[src/rtl/sertx_pkg.sv]
// Shared types for the buffered serial transmitter.
// Assumes frame options are sampled once, when a character is loaded.
package sertx_pkg;

    // Per-frame options, captured at load time.
    typedef struct packed {
        logic mp_on;     // append marker bit
        logic mp_val;    // marker bit value
        logic two_stop;  // second stop bit
    } frame_cfg_t;

    // Total bits in a frame: start + data + optional marker + stops.
    function automatic int unsigned frame_len(int unsigned data_w, frame_cfg_t c);
        return 32'd2 + data_w + {31'd0, c.mp_on} + {31'd0, c.two_stop};
    endfunction

endpackage

[src/rtl/sertx_holdflags.sv]
// Holding buffer with the buffer-free and line-done flags.
// Assumes: load and end_evt come from the shifter and are qualified by tx_en;
// the software clear needs a status read while the buffer-free flag is 1.
module sertx_holdflags #(
    parameter int DATA_W = 8
) (
    input  logic              clk,
    input  logic              rst_n,
    input  logic              tx_en,
    input  logic              stat_rd,
    input  logic              stat_wr,
    input  logic              stat_wempty,
    input  logic              hold_wr,
    input  logic              dma_wr,
    input  logic [DATA_W-1:0] wdata,
    input  logic              load,
    input  logic              end_evt,
    output logic [DATA_W-1:0] hold_q,
    output logic              empty_q,
    output logic              end_q
);

    logic armed_q;
    logic sw_clr;
    logic any_clr;

    // Clear events: armed write of 0, or a DMA load.
    always_comb begin
        sw_clr  = stat_wr && !stat_wempty && armed_q;
        any_clr = sw_clr || dma_wr;
    end

    // Holding buffer capture from host or DMA.
    always_ff @(posedge clk) begin
        if (!rst_n)
            hold_q <= '0;
        else if (hold_wr || dma_wr)
            hold_q <= wdata;
    end

    // Arm bit: remembers that the flag was read as 1.
    always_ff @(posedge clk) begin
        if (!rst_n || !tx_en)
            armed_q <= 1'b0;
        else if (stat_rd && empty_q)
            armed_q <= 1'b1;
        else if (any_clr)
            armed_q <= 1'b0;
    end

    // Buffer-free flag: forced when disabled, clear beats load.
    always_ff @(posedge clk) begin
        if (!rst_n || !tx_en)
            empty_q <= 1'b1;
        else if (any_clr)
            empty_q <= 1'b0;
        else if (load)
            empty_q <= 1'b1;
    end

    // Line-done flag: forced when disabled, set at a drained frame end.
    always_ff @(posedge clk) begin
        if (!rst_n || !tx_en)
            end_q <= 1'b1;
        else if (any_clr)
            end_q <= 1'b0;
        else if (end_evt)
            end_q <= 1'b1;
    end

endmodule

[src/rtl/sertx_shifter.sv]
// Frame shifter: builds start/data/marker/stop bits and shifts them out,
// one bit per bit_tick. Assumes bit_tick is a one-cycle strobe.
// Loads only on a tick, so every bit, the start bit included, lasts a full bit time.
module sertx_shifter
    import sertx_pkg::*;
#(
    parameter int DATA_W = 8
) (
    input  logic              clk,
    input  logic              rst_n,
    input  logic              tx_en,
    input  logic              bit_tick,
    input  logic              buf_empty,
    input  logic [DATA_W-1:0] buf_data,
    input  frame_cfg_t        cfg,
    output logic              load,
    output logic              end_evt,
    output logic              txd
);

    localparam int FRAME_W = DATA_W + 4;
    localparam int CNT_W   = $clog2(FRAME_W + 1);

    logic [FRAME_W-1:0] frame_q;
    logic [FRAME_W-1:0] frame_new;
    logic [CNT_W-1:0]   left_q;
    logic [CNT_W-1:0]   len_new;
    logic               busy_q;
    logic               on_last;

    // Frame image with the start bit at index 0, padded with ones.
    always_comb begin
        frame_new             = '1;
        frame_new[0]          = 1'b0;
        frame_new[DATA_W:1]   = buf_data;
        if (cfg.mp_on)
            frame_new[DATA_W+1] = cfg.mp_val;
        len_new = CNT_W'(frame_len(DATA_W, cfg));
    end

    // Load and end-of-frame decisions for this tick.
    always_comb begin
        on_last = busy_q && (left_q == CNT_W'(1));
        load    = tx_en && bit_tick && !buf_empty && (!busy_q || on_last);
        end_evt = tx_en && bit_tick && on_last && buf_empty;
    end

    // Shift state: load, shift or drop to idle.
    always_ff @(posedge clk) begin
        if (!rst_n || !tx_en) begin
            frame_q <= '1;
            left_q  <= '0;
            busy_q  <= 1'b0;
        end else if (load) begin
            frame_q <= frame_new;
            left_q  <= len_new;
            busy_q  <= 1'b1;
        end else if (busy_q && bit_tick) begin
            if (on_last) begin
                frame_q <= '1;
                left_q  <= '0;
                busy_q  <= 1'b0;
            end else begin
                frame_q <= {1'b1, frame_q[FRAME_W-1:1]};
                left_q  <= left_q - CNT_W'(1);
            end
        end
    end

    // Line output: idle high.
    assign txd = busy_q ? frame_q[0] : 1'b1;

endmodule

[src/rtl/serial_tx_hold.sv]
// Top of the buffered serial transmitter: holding buffer and flags in
// front of a frame shifter. Assumes all inputs are synchronous to clk.
module serial_tx_hold
    import sertx_pkg::*;
#(
    parameter int DATA_W = 8
) (
    input  logic              clk,
    input  logic              rst_n,
    input  logic              tx_en,
    input  logic              bit_tick,
    input  logic              stat_rd,
    input  logic              stat_wr,
    input  logic              stat_wempty,
    input  logic              hold_wr,
    input  logic              dma_wr,
    input  logic [DATA_W-1:0] wdata,
    input  logic              mp_on,
    input  logic              mp_val,
    input  logic              two_stop,
    output logic              txd,
    output logic              tx_empty,
    output logic              tx_end
);

    logic [DATA_W-1:0] hold_data;
    logic              load;
    logic              end_evt;
    frame_cfg_t        cfg;

    // Gather frame options into one struct.
    always_comb begin
        cfg.mp_on    = mp_on;
        cfg.mp_val   = mp_val;
        cfg.two_stop = two_stop;
    end

    sertx_holdflags #(.DATA_W(DATA_W)) flags_i (
        .clk        (clk),
        .rst_n      (rst_n),
        .tx_en      (tx_en),
        .stat_rd    (stat_rd),
        .stat_wr    (stat_wr),
        .stat_wempty(stat_wempty),
        .hold_wr    (hold_wr),
        .dma_wr     (dma_wr),
        .wdata      (wdata),
        .load       (load),
        .end_evt    (end_evt),
        .hold_q     (hold_data),
        .empty_q    (tx_empty),
        .end_q      (tx_end)
    );

    sertx_shifter #(.DATA_W(DATA_W)) shift_i (
        .clk      (clk),
        .rst_n    (rst_n),
        .tx_en    (tx_en),
        .bit_tick (bit_tick),
        .buf_empty(tx_empty),
        .buf_data (hold_data),
        .cfg      (cfg),
        .load     (load),
        .end_evt  (end_evt),
        .txd      (txd)
    );

endmodule

[config.mk]
export PLATFORM = sky130hd
export DESIGN_NAME = serial_tx_hold
export DESIGN_NICKNAME = d
export VERILOG_FILES = /design/src/rtl/sertx_pkg.sv /design/src/rtl/sertx_holdflags.sv /design/src/rtl/sertx_shifter.sv /design/src/rtl/serial_tx_hold.sv
export SDC_FILE = /design/constraint.sdc
export NUM_CORES = 1
export LEC_CHECK = 0
export BUFFER_PORTS_ARGS = -buffer_cell sky130_fd_sc_hd__buf_2
export CAP_MARGIN = 40
export CORE_ASPECT_RATIO = 1.1
export CORE_MARGIN = 3
export CORE_UTILIZATION = 34
export CTS_BUF_LIST = sky130_fd_sc_hd__clkbuf_8
export CTS_CLUSTER_SIZE = 12
export DETAILED_ROUTE_END_ITERATION = 6
export SYNTH_ARGS = -nofsm -noshare
export SYNTH_HDL_FRONTEND = slang
export SYNTH_HIERARCHICAL = 1
export SYNTH_SLANG_ARGS = --single-unit
[constraint.sdc]
create_clock -name clk -period 1.8 [get_ports clk]
set_clock_uncertainty 0.05 [all_clocks]
set_input_delay 0.45 -clock clk [delete_from_list [all_inputs] [get_ports clk]]
set_output_delay 0.45 -clock clk [all_outputs]
set_load 0.02 [all_outputs]
Word level (Yosys, flattened, before mapping) --
Index checks and enable logic that the tools add are counted.
Cells by class: add/sub/neg operators 3, eq/ne operators 1, muxes and demuxes 17, reduce and logical (&&, ||, !) cells 26
Operators with widths (number):
- two-way mux 10 bit | 2
- two-way mux 4 bit | 3
- two-way mux 1 bit | 11
- two-way mux 11 bit | 1
- logical AND 1 bit | 10
- nonzero test 2 bit | 5
- logical NOT 1 bit | 5
- adder 4 x 1 -> 4 bit | 1
- adder 4 x 1 -> 4 bit (first input constant) | 1
- equality test 4 x 1 -> 1 bit (second input constant) | 1
- logical OR 1 bit | 4
- subtractor 4 x 1 -> 4 bit (second input constant) | 1
- AND reduction 2 bit | 1
- OR reduction 2 bit | 1
Storage, ports and cells: flip-flop bits (word level) 28, input port bits 20, output and inout bits 3, word-level logic and storage cells 55

Depth between registers and ports, before layout --
depth after elaboration 6, gate-level depth with buffers 8, mapped depth without buffers 7

Hierarchy --
The synthesis kept the hierarchy.
By module, submodules not included:
- sertx_shifter | times used 1, cells an instance 88, area an instance 754.5 um^2, sequential area each 300.3 um^2
- sertx_holdflags | times used 1, cells an instance 49, area an instance 465.4 um^2, sequential area each 220.2 um^2

Least setup slack after synthesis --
Ideal clock, no wire load.
kind flip-flop to flip-flop, from reg shift_i.left_q[0], to reg flags_i.empty_q, setup time 0.095 ns, data arrival time 1.554 ns, data required time 1.655 ns, path slack 0.101 ns, cell stages (with the launch flop) 8, buffers on the path 1, period minus slack after synthesis 1.699 ns, path through dfxtp_1 > ha_1 > or3b_4 > a21o_4 > clkinv_2 > buf_8 > nor2_1 > o311ai_1
On the way: cells in the longest elaborated chain, start to end 5
RTL lines:
- start: declaration | line sertx_shifter.sv:26 | logic [CNT_W-1:0] left_q;
- start signal: assignment | line sertx_shifter.sv:56 | left_q <= len_new;
- start signal: assignment | line sertx_shifter.sv:65 | left_q <= left_q - CNT_W'(1);
- equality test 4 x 1 -> 1 bit | line sertx_shifter.sv:43 | on_last = busy_q && (left_q == CNT_W'(1));
- logical AND 1 bit | line sertx_shifter.sv:43
- logical OR 1 bit | line sertx_shifter.sv:44 | load = tx_en && bit_tick && !buf_empty && (!busy_q || on_last);
- logical AND 1 bit | line sertx_shifter.sv:44
- via load | line serial_tx_hold.sv:27 | logic load;
- nonzero test 2 bit (no source line)
- end signal: assignment | line sertx_holdflags.sv:54 | empty_q <= 1'b1;
- end signal: assignment | line sertx_holdflags.sv:56 | empty_q <= 1'b0;
- end signal: assignment | line sertx_holdflags.sv:58 | empty_q <= 1'b1;
- end: declaration | line sertx_holdflags.sv:19 | output logic empty_q,
The timed path passes the listed nets, and every way through them passes these cells. A chain may end at the register's enable or synchronous reset.

Final worst setup path --
from reg shift_i.left_q[1], to reg flags_i.empty_q
The elaborated chain is that of the path after synthesis.

==> insert_results.sql <==
INSERT INTO impl_metrics (metric_group, metric, value, unit) VALUES
('synthesis', 'syn_nets', '160', ''),
('worst_hold_path', 'holdPathStages', '3', ''),
('timing', 'tmin_final', '1730', 'ps'),
('timing', 'final_max_slew_viol_count', '0', ''),
('clocking', 'cts.htree.levels', '1', ''),
('flow_run', 'drv.max_cap_violation_count', '0', ''),
('clocking', 'clock_path_buffers', '2', ''),
('synthesis', 'proportion_of_register_bits_with_asynchronous_set_or_reset_after_synthesis', '0', '%'),
('clocking', 'path_clk_slew', '90', 'ps'),
('worst_hold_path', 'classification_of_the_worst_slack_hold_path', 'in -> reg', ''),
('power', 'total_leakage_power', '0.000531', 'uW'),
('floorplanning', 'initial_utilization', '36.0', '%'),
('critical_path', 'critPathKind', 'reg -> reg', ''),
('timing', 'hold_ws', '372', 'ps'),
('floorplanning', 'ioPinCount', '23', ''),
('synthesis', 'ranking_of_synthesized_cells_by_area', 'dfxtp_1 43%, nand2_1 8.3%, a21boi_2 7.4%', ''),
('drt', 'vias', '1082', ''),
('clocking', 'total_of_hold_buffers_inserted_after_clock_tree_synthesis', '0', ''),
('final_layout', 'number_of_nets_in_the_layout', '186', ''),
('critical_path', 'path_max_fanout', '11', ''),
('drt', 'drc', '0', ''),
('synthesis', 'synth_seq_area_share', '42.7', '%'),
('synthesis', 'syn_area_per_cell', '8.90', 'um^2'),
('power', 'power.switching', '249', 'uW'),
('power', 'comb_power_share', '10.2', '%'),
('clocking', 'cts_sinks', '26', ''),
('place', 'dp_wirelength', '1.93', 'mm'),
('timing', 'worst_slew_pin_tran', '603', 'ps'),
('timing', 'max_freq', '580', 'MHz'),
('clocking', 'worst_skew_pair.late_latency', '260', 'ps'),
('drt', 'first_iter_violations', '61', ''),
('synthesis', 'synth-edff-count', '0', ''),
('power', 'internal_power', '839', 'uW'),
('timing', 'setup-tns-final', '0', 'ps'),
('drt', 'routed_wl', '2.63', 'mm'),
('power', 'ir_worst_vdd', '0.276', 'mV'),
('synthesis', 'synth.cell_area', '1220', 'um^2'),
('final_layout', 'finish.utilization', '43.5', '%'),
('power', 'power.share.sequential', '55.7', '%'),
('clocking', 'root_buffer', 'clkbuf_8', ''),
('critical_path', 'worstPathRequired', '1930', 'ps'),
('global_route', 'antenna_found_initial', '0', ''),
('floorplanning', 'floorplan.die_area', '4340', 'um^2'),
('timing', 'slew_headroom', '59.6', '%'),
('floorplanning', 'num_rows', '22', ''),
('run_status', 'run_status', 'finished, final reports clean', ''),
('clocking', 'cts_inserted_buffers', '3', ''),
('power', 'clock_group_share_of_total_power', '34.1', '%'),
('critical_path', 'worstRegToRegCells', '7', ''),
('place', 'port_buffers', '22', ''),
('timing', 'hold_viol_final', '0', ''),
('synthesis', 'synth_cell_types', '32', ''),
('critical_path', 'cp_data_arrival_time', '1850', 'ps'),
('clocking', 'cts_tree', 'built', ''),
('synthesis', 'synth_seq_cells', '26', ''),
('timing', 'final.period_utilization', '95.8', '%'),
('global_route', 'groute.usage.overall', '12.4', '%'),
('global_route', 'grt_first_pass_wirelength', '4.31', 'mm'),
('final_layout', 'area.growth.synth_to_final', '20.6', '%'),
('final_layout', 'antenna-diode-count', '0', ''),
('global_route', 'grt_overflow', '0', ''),
('drt', 'viasPerCell', '5.15', ''),
('critical_path', 'worstSetupStartpointType', 'register', ''),
('floorplanning', 'dieWidth', '63.1', 'um'),
('power', 'power_density', '740', 'nW/um^2'),
('final_layout', 'layout-drive-gt1-share', '30.2', '%'),
('drt', 'dr.pass1.iters', '4', ''),
('synthesis', 'synthesis.yosys.warnings', '6', ''),
('power', 'sw_frac_of_total', '22.9', '%'),
('drt', 'drt-wirelength-per-cell', '12.5', 'um'),
('global_route', 'grt_start_max_net_pins', '15', '');
[per-stage QoR]
stage,cells,worst slack [ps]
after global routing,210,20.3
after detailed placement,203,-25.9
after floorplan,137,101
after CTS,207,9.48
after global placement,203,34.1
final,210,74.9
[critical path, stage by stage, from the launching register on]
cell and delay, ps:
dfxtp_2 340, inv_2 70, ha_4 130, or3b_4 410, a21o_4 260, clkinv_8 80, nor2_1 40, o311ai_1 260
[repair_timing]
item | 4_1_cts | 5_1_grt
pin swaps | 0 | 2
resized for setup | 1 | 8
setup endpoints to repair | 1 | 13
buffers inserted | 0 | 3
[cell type report]
type                       instances  area (um^2)
clock buffer                       4         55.1
sequential                        26          523
tap                               48         60.1
multi-input combinational         99          651
fill                             349         1910
timing repair buffer              27          148
inverter                           6         35.0
[placed cells by master (no fill, tap or decap), types with 2 or more instances in the layout]
cell,instances
nor2_1,4
o311ai_1,2
dfxtp_2,2
nor3_1,2
a21oi_2,2
nand2_1,27
dfxtp_1,24
ha_1,2
buf_2,22
a221oi_1,9
buf_4,5
clkbuf_8,4
nand3b_1,2
o21ai_1,9
a21oi_1,4
a21boi_2,8
o21ai_0,11
o221ai_1,2
nor3b_1,2
inv_1,4
[power groups by stage]
stage	combinational, uW	sequential, uW	clock (uW)
floorplan	65.6	619	0
global placement	105	619	0
detailed placement	107	619	0
CTS	108	606	384
global route	123	609	403
finish	111	606	371
[cell families after synthesis]
group | count (synthesis) | synth area share (%)
AOI/OAI and AO/OA | 51 | 30.7
xor gates and xnor gates | 1 | 0.718
adders and majority gates | 3 | 3.08
buffers and inverters | 12 | 5.33
DFF | 26 | 42.7
muxes | 1 | 0.821
and+or+nand+nor | 43 | 16.7
[metal layers]
metal  GRT usage (%)  vias to the layer above  wire length, um  share of wire, %
li1                -                      545                -                 -
met3            2.92                        6              131               5.0
met4            4.96                        0               34               1.3
met2            20.8                       27             1240                47
met5               0                        -                0                 0
met1            15.5                      504             1230                47
[worst paths after layout]
kind | slack, ps | start | to
worst max-delay path | 70 | shift_i/left_q[1] | flags_i/empty_q
worst min-delay path | 370 | stat_rd | flags_i/armed_q
worst max register to register | 70 | shift_i/left_q[1] | flags_i/empty_q
worst min register to register | 420 | flags_i/hold_q[1] | flags_i/hold_q[1]
[flip-flops by register name, summed over array words and instances, names as in the netlist]
signal / count
shift_i/left_q: 4
flags_i/empty_q: 1
shift_i/frame_q: 10
flags_i/hold_q: 8
flags_i/armed_q: 1
flags_i/end_q: 1
shift_i/busy_q: 1
(Power assumes the default switching activity.)
